--- src/rtl/pg_xlate_pkg.sv ---
package pg_xlate_pkg;

    localparam int LIN_W = 32;
    localparam int OFF_W = 12;
    localparam int IDX_W = 10;
    localparam int VPN_W = LIN_W - OFF_W;
    localparam int PFN_W = LIN_W - OFF_W;

    // entry bit positions (walk hardware depends on them)
    localparam int BIT_P   = 0;
    localparam int BIT_RW  = 1;
    localparam int BIT_US  = 2;
    localparam int BIT_ACC = 5;
    localparam int BIT_DRT = 6;

    localparam logic [LIN_W-1:0] ACC_MASK = LIN_W'(1) << BIT_ACC;
    localparam logic [LIN_W-1:0] DRT_MASK = LIN_W'(1) << BIT_DRT;

    typedef enum logic [2:0] {
        ST_IDLE,
        ST_LOOK,
        ST_RD_DIR,
        ST_RD_TBL,
        ST_WR_DIR,
        ST_WR_TBL,
        ST_FILL
    } walk_st_e;

    typedef enum logic [1:0] {
        CAUSE_NONE   = 2'b00,
        CAUSE_ABSENT = 2'b01,
        CAUSE_PRIV   = 2'b10,
        CAUSE_RDONLY = 2'b11
    } flt_cause_e;

    typedef struct packed {
        logic [PFN_W-1:0] pfn;
        logic             us;
        logic             rw;
        logic             dirty;
    } tlb_data_t;

endpackage

--- src/rtl/pg_perm.sv ---
module pg_perm
    import pg_xlate_pkg::*;
(
    input  logic       usr,
    input  logic       wr,
    input  logic       us,
    input  logic       rw,
    output flt_cause_e cause
);

    always_comb begin
        cause = CAUSE_NONE;
        if (usr) begin
            if (!us) begin
                cause = CAUSE_PRIV;
            end else if (wr && !rw) begin
                cause = CAUSE_RDONLY;
            end
        end
    end

endmodule

--- src/rtl/pg_tlb.sv ---
module pg_tlb
    import pg_xlate_pkg::*;
#(
    parameter int DEPTH = 32,
    localparam int IW   = (DEPTH > 1) ? $clog2(DEPTH) : 1
) (
    input  logic             clk,
    input  logic             rst_n,
    input  logic             flush,
    input  logic [VPN_W-1:0] lk_vpn,
    output logic             hit,
    output logic [IW-1:0]    hit_idx,
    output tlb_data_t        hit_data,
    input  logic             fill_en,
    input  logic             fill_reuse,
    input  logic [IW-1:0]    fill_idx,
    input  logic [VPN_W-1:0] fill_vpn,
    input  tlb_data_t        fill_data,
    output logic [DEPTH-1:0] vld_o
);

    typedef struct packed {
        logic [DEPTH-1:0] vld;
        logic [IW-1:0]    rr;
    } ctl_t;

    ctl_t             ctl_d, ctl_q;
    logic [VPN_W-1:0] tag_d [DEPTH];
    logic [VPN_W-1:0] tag_q [DEPTH];
    tlb_data_t        dat_d [DEPTH];
    tlb_data_t        dat_q [DEPTH];
    logic [DEPTH-1:0] match;
    logic [IW-1:0]    sel;

    for (genvar g = 0; g < DEPTH; g++) begin : g_cmp
        assign match[g] = ctl_q.vld[g] && (tag_q[g] == lk_vpn);
    end

    always_comb begin
        hit     = |match;
        hit_idx = '0;
        for (int i = 0; i < DEPTH; i++) begin
            if (match[i]) hit_idx = IW'(i);
        end
        hit_data = dat_q[hit_idx];
    end

    assign sel = fill_reuse ? fill_idx : ctl_q.rr;

    always_comb begin
        ctl_d = ctl_q;
        tag_d = tag_q;
        dat_d = dat_q;
        if (flush) begin
            ctl_d.vld = '0;
            ctl_d.rr  = '0;
        end else if (fill_en) begin
            ctl_d.vld[sel] = 1'b1;
            tag_d[sel]     = fill_vpn;
            dat_d[sel]     = fill_data;
            if (!fill_reuse) begin
                ctl_d.rr = (ctl_q.rr == IW'(DEPTH - 1)) ? '0 : ctl_q.rr + 1'b1;
            end
        end
    end

    always_ff @(posedge clk) begin
        if (!rst_n) begin
            ctl_q <= '0;
        end else begin
            ctl_q <= ctl_d;
        end
    end

    always_ff @(posedge clk) begin
        tag_q <= tag_d;
        dat_q <= dat_d;
    end

    assign vld_o = ctl_q.vld;

endmodule

--- src/rtl/pg_xlate.sv ---
module pg_xlate
    import pg_xlate_pkg::*;
#(
    parameter int TLB_DEPTH = 32,
    localparam int IW       = (TLB_DEPTH > 1) ? $clog2(TLB_DEPTH) : 1
) (
    input  logic        clk,
    input  logic        rst_n,
    input  logic        flush,
    input  logic [31:0] dir_base,
    input  logic        req_valid,
    output logic        req_ready,
    input  logic [31:0] req_lin,
    input  logic        req_write,
    input  logic        req_user,
    output logic        rsp_valid,
    output logic [31:0] rsp_phys,
    output logic        rsp_fault,
    output logic [1:0]  rsp_cause,
    output logic        mem_req,
    output logic        mem_we,
    output logic [31:0] mem_addr,
    output logic [31:0] mem_wdata,
    input  logic        mem_ack,
    input  logic [31:0] mem_rdata
);

    typedef struct packed {
        walk_st_e         st;
        logic [LIN_W-1:0] lin;
        logic             wr;
        logic             usr;
        logic [31:0]      pde;
        logic [31:0]      pte;
        logic             reuse;
        logic [IW-1:0]    ridx;
        logic             rsp_v;
        logic [31:0]      rsp_pa;
        flt_cause_e       rsp_c;
    } st_t;

    st_t q, d;

    logic [VPN_W-1:0]  vpn;
    logic [IDX_W-1:0]  dir_idx, tbl_idx;
    logic [OFF_W-1:0]  off;
    logic              tlb_hit;
    logic [IW-1:0]     tlb_hidx;
    tlb_data_t         tlb_hdat;
    tlb_data_t         fill_data;
    logic              fill_en;
    logic [TLB_DEPTH-1:0] tlb_vld;
    flt_cause_e        hit_cause, walk_cause;
    logic              unused_base;

    assign unused_base = ^dir_base[OFF_W-1:0];

    assign vpn     = q.lin[LIN_W-1:OFF_W];
    assign dir_idx = q.lin[LIN_W-1 -: IDX_W];
    assign tbl_idx = q.lin[OFF_W +: IDX_W];
    assign off     = q.lin[OFF_W-1:0];

    pg_tlb #(.DEPTH(TLB_DEPTH)) u_tlb (
        .clk        (clk),
        .rst_n      (rst_n),
        .flush      (flush),
        .lk_vpn     (vpn),
        .hit        (tlb_hit),
        .hit_idx    (tlb_hidx),
        .hit_data   (tlb_hdat),
        .fill_en    (fill_en),
        .fill_reuse (q.reuse),
        .fill_idx   (q.ridx),
        .fill_vpn   (vpn),
        .fill_data  (fill_data),
        .vld_o      (tlb_vld)
    );

    pg_perm u_perm_hit (
        .usr   (q.usr),
        .wr    (q.wr),
        .us    (tlb_hdat.us),
        .rw    (tlb_hdat.rw),
        .cause (hit_cause)
    );

    // table entry arrives on mem_rdata while in ST_RD_TBL
    pg_perm u_perm_walk (
        .usr   (q.usr),
        .wr    (q.wr),
        .us    (q.pde[BIT_US] & mem_rdata[BIT_US]),
        .rw    (q.pde[BIT_RW] & mem_rdata[BIT_RW]),
        .cause (walk_cause)
    );

    function automatic logic tbl_needs_wb(input logic [31:0] e, input logic w);
        return !e[BIT_ACC] || (w && !e[BIT_DRT]);
    endfunction

    assign fill_en   = (q.st == ST_FILL);
    assign fill_data = '{pfn:   q.pte[31:OFF_W],
                         us:    q.pde[BIT_US] & q.pte[BIT_US],
                         rw:    q.pde[BIT_RW] & q.pte[BIT_RW],
                         dirty: q.pte[BIT_DRT] | q.wr};

    // memory port decode
    always_comb begin
        mem_req   = 1'b0;
        mem_we    = 1'b0;
        mem_addr  = {q.pde[31:OFF_W], tbl_idx, 2'b00};
        mem_wdata = '0;
        unique case (q.st)
            ST_RD_DIR: begin
                mem_req  = 1'b1;
                mem_addr = {dir_base[31:OFF_W], dir_idx, 2'b00};
            end
            ST_RD_TBL: mem_req = 1'b1;
            ST_WR_DIR: begin
                mem_req   = 1'b1;
                mem_we    = 1'b1;
                mem_addr  = {dir_base[31:OFF_W], dir_idx, 2'b00};
                mem_wdata = q.pde | ACC_MASK;
            end
            ST_WR_TBL: begin
                mem_req   = 1'b1;
                mem_we    = 1'b1;
                mem_wdata = q.pte | ACC_MASK | (q.wr ? DRT_MASK : '0);
            end
            default: ;
        endcase
    end

    // next-state logic
    always_comb begin
        d       = q;
        d.rsp_v = 1'b0;
        unique case (q.st)
            ST_IDLE: begin
                if (req_valid) begin
                    d.lin = req_lin;
                    d.wr  = req_write;
                    d.usr = req_user;
                    d.st  = ST_LOOK;
                end
            end
            ST_LOOK: begin
                d.reuse = 1'b0;
                if (tlb_hit && hit_cause != CAUSE_NONE) begin
                    d.rsp_v  = 1'b1;
                    d.rsp_pa = '0;
                    d.rsp_c  = hit_cause;
                    d.st     = ST_IDLE;
                end else if (tlb_hit && !(q.wr && !tlb_hdat.dirty)) begin
                    d.rsp_v  = 1'b1;
                    d.rsp_pa = {tlb_hdat.pfn, off};
                    d.rsp_c  = CAUSE_NONE;
                    d.st     = ST_IDLE;
                end else begin
                    d.reuse = tlb_hit;
                    d.ridx  = tlb_hidx;
                    d.st    = ST_RD_DIR;
                end
            end
            ST_RD_DIR: begin
                if (mem_ack) begin
                    d.pde = mem_rdata;
                    if (!mem_rdata[BIT_P]) begin
                        d.rsp_v  = 1'b1;
                        d.rsp_pa = '0;
                        d.rsp_c  = CAUSE_ABSENT;
                        d.st     = ST_IDLE;
                    end else begin
                        d.st = ST_RD_TBL;
                    end
                end
            end
            ST_RD_TBL: begin
                if (mem_ack) begin
                    d.pte = mem_rdata;
                    if (!mem_rdata[BIT_P] || walk_cause != CAUSE_NONE) begin
                        d.rsp_v  = 1'b1;
                        d.rsp_pa = '0;
                        d.rsp_c  = !mem_rdata[BIT_P] ? CAUSE_ABSENT : walk_cause;
                        d.st     = ST_IDLE;
                    end else if (!q.pde[BIT_ACC]) begin
                        d.st = ST_WR_DIR;
                    end else if (tbl_needs_wb(mem_rdata, q.wr)) begin
                        d.st = ST_WR_TBL;
                    end else begin
                        d.st = ST_FILL;
                    end
                end
            end
            ST_WR_DIR: begin
                if (mem_ack) begin
                    d.st = tbl_needs_wb(q.pte, q.wr) ? ST_WR_TBL : ST_FILL;
                end
            end
            ST_WR_TBL: begin
                if (mem_ack) d.st = ST_FILL;
            end
            ST_FILL: begin
                d.rsp_v  = 1'b1;
                d.rsp_pa = {q.pte[31:OFF_W], off};
                d.rsp_c  = CAUSE_NONE;
                d.st     = ST_IDLE;
            end
            default: d.st = ST_IDLE;
        endcase
    end

    always_ff @(posedge clk) begin
        if (!rst_n) begin
            q    <= '0;
            q.st <= ST_IDLE;
        end else begin
            q <= d;
        end
    end

    assign req_ready = (q.st == ST_IDLE);
    assign rsp_valid = q.rsp_v;
    assign rsp_phys  = q.rsp_pa;
    assign rsp_cause = q.rsp_c;
    assign rsp_fault = (q.rsp_c != CAUSE_NONE);

endmodule

--- config.mk ---
export PLATFORM = sky130hd
export DESIGN_NAME = pg_xlate
export DESIGN_NICKNAME = d
export VERILOG_FILES = /design/src/rtl/pg_xlate_pkg.sv /design/src/rtl/pg_perm.sv /design/src/rtl/pg_tlb.sv /design/src/rtl/pg_xlate.sv
export SDC_FILE = /design/constraint.sdc
export NUM_CORES = 2
export LEC_CHECK = 0
export CAP_MARGIN = 20
export CELL_PAD_IN_SITES_DETAIL_PLACEMENT = 0
export CELL_PAD_IN_SITES_GLOBAL_PLACEMENT = 2
export CORE_MARGIN = 2
export CORE_UTILIZATION = 49
export DETAILED_ROUTE_END_ITERATION = 7
export GPL_ROUTABILITY_DRIVEN = 0
export PLACE_DENSITY = 0.92
export SETUP_SLACK_MARGIN = 0.3
export SLEW_MARGIN = 5
export SYNTH_ARGS = -nofsm -noshare
export SYNTH_HDL_FRONTEND = slang
export SYNTH_SLANG_ARGS = --single-unit
--- constraint.sdc ---
create_clock -name clk -period 9.02 [get_ports clk]
set_clock_uncertainty 0.15 [all_clocks]
set_input_delay 1.804 -clock clk [delete_from_list [all_inputs] [get_ports clk]]
set_output_delay 1.804 -clock clk [all_outputs]
set_load 0.05 [all_outputs]
# Word-level counts from Yosys, hierarchy flattened

Cells that the tools add are included.

Register bits: 1,555
Input bits: 103
Output and inout bits: 103

Add/subtract/negate cells: 1
Order comparisons: 5
Equality and inequality tests: 47
Mux-type cells: 78
Bitwise operators: 14
Reductions and logical operators: 71

Operator list:

| kind                                       | number |
|---|---|
| bitwise mux 736 bit                        | 1 |
| bitwise mux 640 bit                        | 1 |
| == test 20 bit                             | 32 |
| 2-to-1 mux 35 bit                          | 6 |
| case mux 35 bit (4 select lines)           | 1 |
| binary-select mux 23 bit (select 5 bit)    | 1 |
| demux 23 bit (select 5 bit)                | 1 |
| demux 20 bit (select 5 bit)                | 1 |
| 2-to-1 mux 5 bit                           | 18 |
| 2-to-1 mux 23 bit                          | 3 |
| case mux 32 bit (2 select lines)           | 1 |
| logical AND 1 bit                          | 41 |
| 2-to-1 mux 37 bit                          | 1 |
| 2-to-1 mux 32 bit                          | 1 |
| 2-to-1 mux 4 bit                           | 8 |
| OR 32 bit                                  | 1 |
| OR 32 x 7 -> 32 bit                        | 1 |
| OR reduction 32 bit                        | 1 |
| 2-to-1 mux 3 bit                           | 10 |
| 2-to-1 mux 2 bit                           | 14 |
| 2-to-1 mux 20 bit                          | 1 |
| case mux 3 bit (6 select lines)            | 1 |
| != test 2 bit, second input constant       | 7 |
| >= comparator 6 bit, second input constant | 2 |
| other kinds (28)                           | 61 |

# Longest topological paths before layout

Depth after elaboration: 46
Mapped depth: 23
Depth with buffers taken out: 16

# Cells and area by module

From an unflattened synthesis, not the netlist that was laid out.

Cells, all modules: 5,033
Area total of the unflattened synthesis: 66,637.7 µm²

By module, submodules not included:

| module   | times used | cells each | area an instance (µm²) |
|---|---|---|---|
| pg_tlb   | 1          | 4,241      | 60,189.0 |
| pg_xlate | 1          | 784        | 6,383.6 |
| pg_perm  | 2          | 4          | 32.5 |

# Least setup slack after synthesis

OpenSTA, ideal clock, no wires.

Path type: register -> register
Start: register q, in the netlist dir_idx[4]
End: register q, in the netlist rsp_phys[24]
Library setup time: 122 ps
Arrival time: 4,707 ps
Data required time: 8,748 ps
Setup slack: 4,042 ps
Stages on the path, launching flop included: 19
Buffers on the path: 6
Cells stage by stage: dfxtp_1 buf_2 buf_6 buf_2 xnor2_1 nand4_1 nor4_2 nand2_1 and2_1 a311o_1 a22oi_4 buf_2 buf_2 buf_4 mux4_2 mux2i_1 a22oi_1 and3_1 a221o_1

Word-level cells in the longest chain between the ends: 46
Elaborated cells on any way between the ends: 116
Classes of those cells: 33 x eq/ne; 40 x mux; 1 x bitwise; 42 x reduce/logical

Ends and longest elaborated chain:

| item                                                                                            | RTL line        | RTL |
|---|---|---|
| start, declared                                                                                 | pg_xlate.sv:42  | `st_t q, d;` |
| == test 20 bit                                                                                  | pg_tlb.sv:36    | `assign match[g] = ctl_q.vld[g] && (tag_q[g] == lk_vpn);` |
| logical AND 1 bit                                                                               | pg_tlb.sv:36    |  |
| 2-to-1 mux 1 bit                                                                                | pg_tlb.sv:43    | `if (match[i]) hit_idx = IW'(i);` |
| 2-to-1 mux 2 bit (2 in series)                                                                  | pg_tlb.sv:43    |  |
| 2-to-1 mux 3 bit (4 in series)                                                                  | pg_tlb.sv:43    |  |
| 2-to-1 mux 4 bit (8 in series)                                                                  | pg_tlb.sv:43    |  |
| 2-to-1 mux 5 bit (16 in series)                                                                 | pg_tlb.sv:43    |  |
| inverter 5 -> 6 bit (implied by the code)                                                       | pg_tlb.sv:45    | `hit_data = dat_q[hit_idx];` |
| [4 not listed]                                                                                  | n/a             |  |
| logical AND 1 bit                                                                               | pg_perm.sv:16   | `end else if (wr && !rw) begin` |
| 2-to-1 mux 2 bit                                                                                | pg_perm.sv:16   |  |
| 2-to-1 mux 2 bit                                                                                | pg_perm.sv:14   | `if (!us) begin` |
| 2-to-1 mux 2 bit                                                                                | pg_perm.sv:13   | `if (usr) begin` |
| nonzero test 2 bit                                                                              | pg_xlate.sv:148 | `if (tlb_hit && hit_cause != CAUSE_NONE) begin` |
| logical AND 1 bit                                                                               | pg_xlate.sv:148 |  |
| != test 3 bit (no source line) / 2-to-1 mux 35 bit (equally long branches)                      | n/a             |  |
| AND reduction 6 bit (no source line) / case mux 35 bit (4 select lines) (equally long branches) | n/a             |  |

Parallel ways exist; a longest one is shown, timed or not. The select of a mux whose other input is x is not followed.
A chain may end at the register's enable or synchronous reset.

# Worst setup path after layout

Start: register q, in the netlist dir_idx[2]
End: register q, in the netlist rsp_phys[6]

The elaborated chain is that of the path after synthesis.

==> run_results.csv <==
group,metric,value,unit
clock_tree,htreeDepth,4,
layout,area_growth,13.9,%
synth,synth-seq-area-share,68.5,%
worst_hold_path,min_from,"q[79]",
sta,max_freq,146,MHz
clock_tree,root_buffer,"clkbuf_16",
clock_tree,postCtsHoldBufs,0,
sta,grt_setup_unrepaired,"false",
job,max_cap_violations,0,
worst_hold_path,hold_path.class,"reg -> reg",
grt,grt_pass1_vias,36500,
die,num_io_pins,206,
synth,async_reset_ff_share,0,%
die,rows,134,
die,die_area,137000,um2
worst_setup_path,rr_startpoint,"dir_idx[2]",
synth,netlist_top_cells_area,"edfxtp_1, xnor2_1, dfxtp_1",
drt,firstDrtPassIters,5,
worst_setup_path,start_kind,"register",
grt,track_usage,23.8,%
synth,yosysWarnings,0,
die,die_h,370,um
worst_setup_path,crit_path_end_kind,"register",
worst_setup_path,crit_start,"dir_idx[2]",
sta,slew_headroom,24.6,%
grt,antenna_found_initial,4,
worst_setup_path,critPathKind,"reg -> reg",
synth,synth_ff_type,"edfxtp_1",
die,initial_core_util,49.3,%
die,core_region_area,133000,um2
clock_tree,cts_made_buffers,152,
drt,vias_per_cell,5.92,
synth,synth_edf_count,1376,
synth,synth.distinct_cells,95,
layout,diodes,0,
clock_tree,clock-sinks,1555,
layout,final_layout_size_suffix_gt1_share,14.4,%
sta,hold_viol,0,
clock_tree,path_clk_slew,60,ps
synth,synth_top_area_share,63.0,%
power,p_leak,0.0237,uW
layout,nets,4468,
worst_setup_path,r2r_slack,2180,ps
placement,post-dp-hpwl,93.4,mm
sta,drv_slew,0,
sta,worst_slack,2180,ps
clock_tree,clk_latency,780,ps
die,dieWidth,370,um
clock_tree,tritoncts,"done",
synth,synth_area,65600,um2
grt,grt_start_max_net_pins,163,
sta,period_needed,6840,ps
drt,wl_per_cell,26.1,um
clock_tree,clock_tree.buffer_depth,3,
drt,drc,0,
synth,syn_area_per_cell,15.7,um2
sta,finalSetupViolations,0,
drt,vias,37100,
sta,tightest_slew,1130,ps
worst_setup_path,critPathRequiredTime,9580,ps
synth,syn_inst,4167,
sta,setup_tns,0,ps
placement,place_ws,2270,ps
worst_setup_path,reg2regPathDepth,18,
drt,detailedRoute.firstIterationViolations,3982,
worst_setup_path,critPathMaxFanout,48,
worst_setup_path,regToRegEndpoint,"rsp_phys[6]",
clock_tree,post-cts-setup-buffer-count,0,
drt,ant_nets,0,
synth,ys_ff_latch,1555,
drt,drt-total-wl,164,mm
worst_hold_path,holdPathEnd,"q[79]",
power,peakVddDrop,0.000164,V
grt,grt_overflow,0,
sta,period_share,75.8,%
placement,io_buffers,191,
worst_setup_path,crit_arrival,7400,ps
synth,yosysTopAreaCell,"edfxtp_1",
grt,grt_pass1_wl,240,mm
power,powerDensity,204,nW/um2
worst_hold_path,holdPathStages,2,
clock_tree,ctsResizeCount,0,
outcome,outcome,"completed",
[per-stage QoR]
stage                     std cells  area (um2)  utilization, %  power (uW)  hold WS [ps]
after floorplan                4168       65600               -        8620           286
after global placement         5963       69200            52.0        8880           291
after detailed placement       5964       69300            52.0        8890           296
after CTS                      6247       74400            55.9       15300           304
after global routing           6260       74700            56.1       15700           320
final                          6260       74700            56.1       15300           303
[critical path, cell delays in order (launching register included)]
cell and delay (ps):
dfxtp_4 930, buf_4 470, xnor2_1 200, or4bb_1 410, or4_1 600, and4_1 340
o211ai_2 130, a21boi_2 80, buf_4 250, and2_1 430, a22o_1 310, a211oi_1 230
mux2i_1 140, mux2_2 360, a22oi_1 260, o2111a_1 230, buf_4 380, or2_1 540
a22o_1 210
[layout make-up]
cell class                 instances  area [um2]
multi-input combinational       2350       19300
fill                           10300       58400
tap                             1768        2210
inverter                          13        50.0
clock inverter                    83         880
timing repair buffer             291        2970
sequential                      1555       45000
clock buffer                     200        4260
[worst max-delay path by stage]
stage | end | slack, ps
after global routing | rsp_phys[6] | 1840
final | rsp_phys[6] | 2180
after CTS | rsp_phys[10] | 2220
after floorplan | rsp_phys[24] | 4040
after detailed placement | rsp_phys[9] | 2270
after global placement | rsp_phys[4] | 2320
[state kept, by name (all words and copies together), names as in the netlist]
signal	cells
u_tlb.ctl_q	5
u_tlb.dat_q	736
rsp_phys	32
off	12
fill_data	20
u_tlb.vld_o	32
rsp_cause	2
q	65
dir_idx	10
u_tlb.tag_q	640
rsp_valid	1
[cells in the mapped netlist, types with 44 or more instances]
master	instances
mux2i_1	139
xnor2_1	427
nand2_1	300
buf_6	54
xor2_1	204
nand4_1	182
a22oi_1	44
buf_4	56
mux4_2	159
nor2_1	124
nor4_1	92
a22o_1	45
clkbuf_1	89
edfxtp_1	1376
dfxtp_1	179
a21oi_1	157
nand3_1	76
[power by group]
part / switching [uW] / leakage (uW) / internal (uW)
Sequential: 186 / 0.0142 / 7840
Clock: 2700 / 0.00254 / 3820
Combinational: 422 / 0.00699 / 292
Total: 3310 / 0.0237 / 12000
[placed cells by master, fill, tap and decap left out, types with 14 or more instances in the layout]
| cell | netlist | final |
|---|---|---|
| nand2_1 | 300 | 300 |
| or2_2 | 19 | 19 |
| clkdlybuf4s50_1 | 0 | 191 |
| nor2_4 | 0 | 33 |
| nor4_1 | 92 | 92 |
| and2_1 | 20 | 20 |
| and3_1 | 29 | 29 |
| buf_4 | 56 | 79 |
| a22o_1 | 45 | 45 |
| mux2i_1 | 139 | 139 |
| nor3b_1 | 18 | 18 |
| dfxtp_1 | 179 | 156 |
| nand4_1 | 182 | 182 |
| clkinv_1 | 0 | 24 |
| xor2_1 | 204 | 204 |
| bufinv_16 | 0 | 17 |
| or4_1 | 14 | 14 |
| nor3_1 | 18 | 17 |
| nand3_1 | 76 | 76 |
| clkbuf_1 | 89 | 29 |
| edfxtp_1 | 1376 | 1376 |
| and4_1 | 14 | 14 |
| clkbuf_16 | 0 | 164 |
| mux4_2 | 159 | 159 |
| a21oi_1 | 157 | 156 |
| a221o_1 | 21 | 21 |
| xnor2_1 | 427 | 427 |
| clkinv_2 | 0 | 33 |
| nor4b_1 | 26 | 26 |
| nor2_1 | 124 | 88 |
| dfxtp_4 | 0 | 20 |
| mux2_2 | 38 | 38 |
| a22oi_1 | 44 | 44 |
| nand4b_1 | 14 | 14 |
| o21ai_0 | 19 | 19 |
[kinds of logic after synthesis]
logic type,after synthesis,share of synthesized area (%)
adders and majority gates,3,0.0534
and+or+nand+nor,1015,8.38
AOI/OAI and AO/OA,355,3.72
DFF,1555,68.5
buffers and inverters,263,2.52
muxes,337,8.27
xor gates and xnor gates,638,8.60
other,1,0.00572
[layer usage]
metal / GRT usage (%) / vias to the layer above / routed length (um)
met5: 0 / - / 13
met4: 6.57 / 2 / 3550
met3: 4.74 / 229 / 14400
met2: 38.1 / 1710 / 77600
met1: 33.2 / 18800 / 68000
li1: - / 16400 / -
Note: power is estimated with default switching activity, not from simulation.
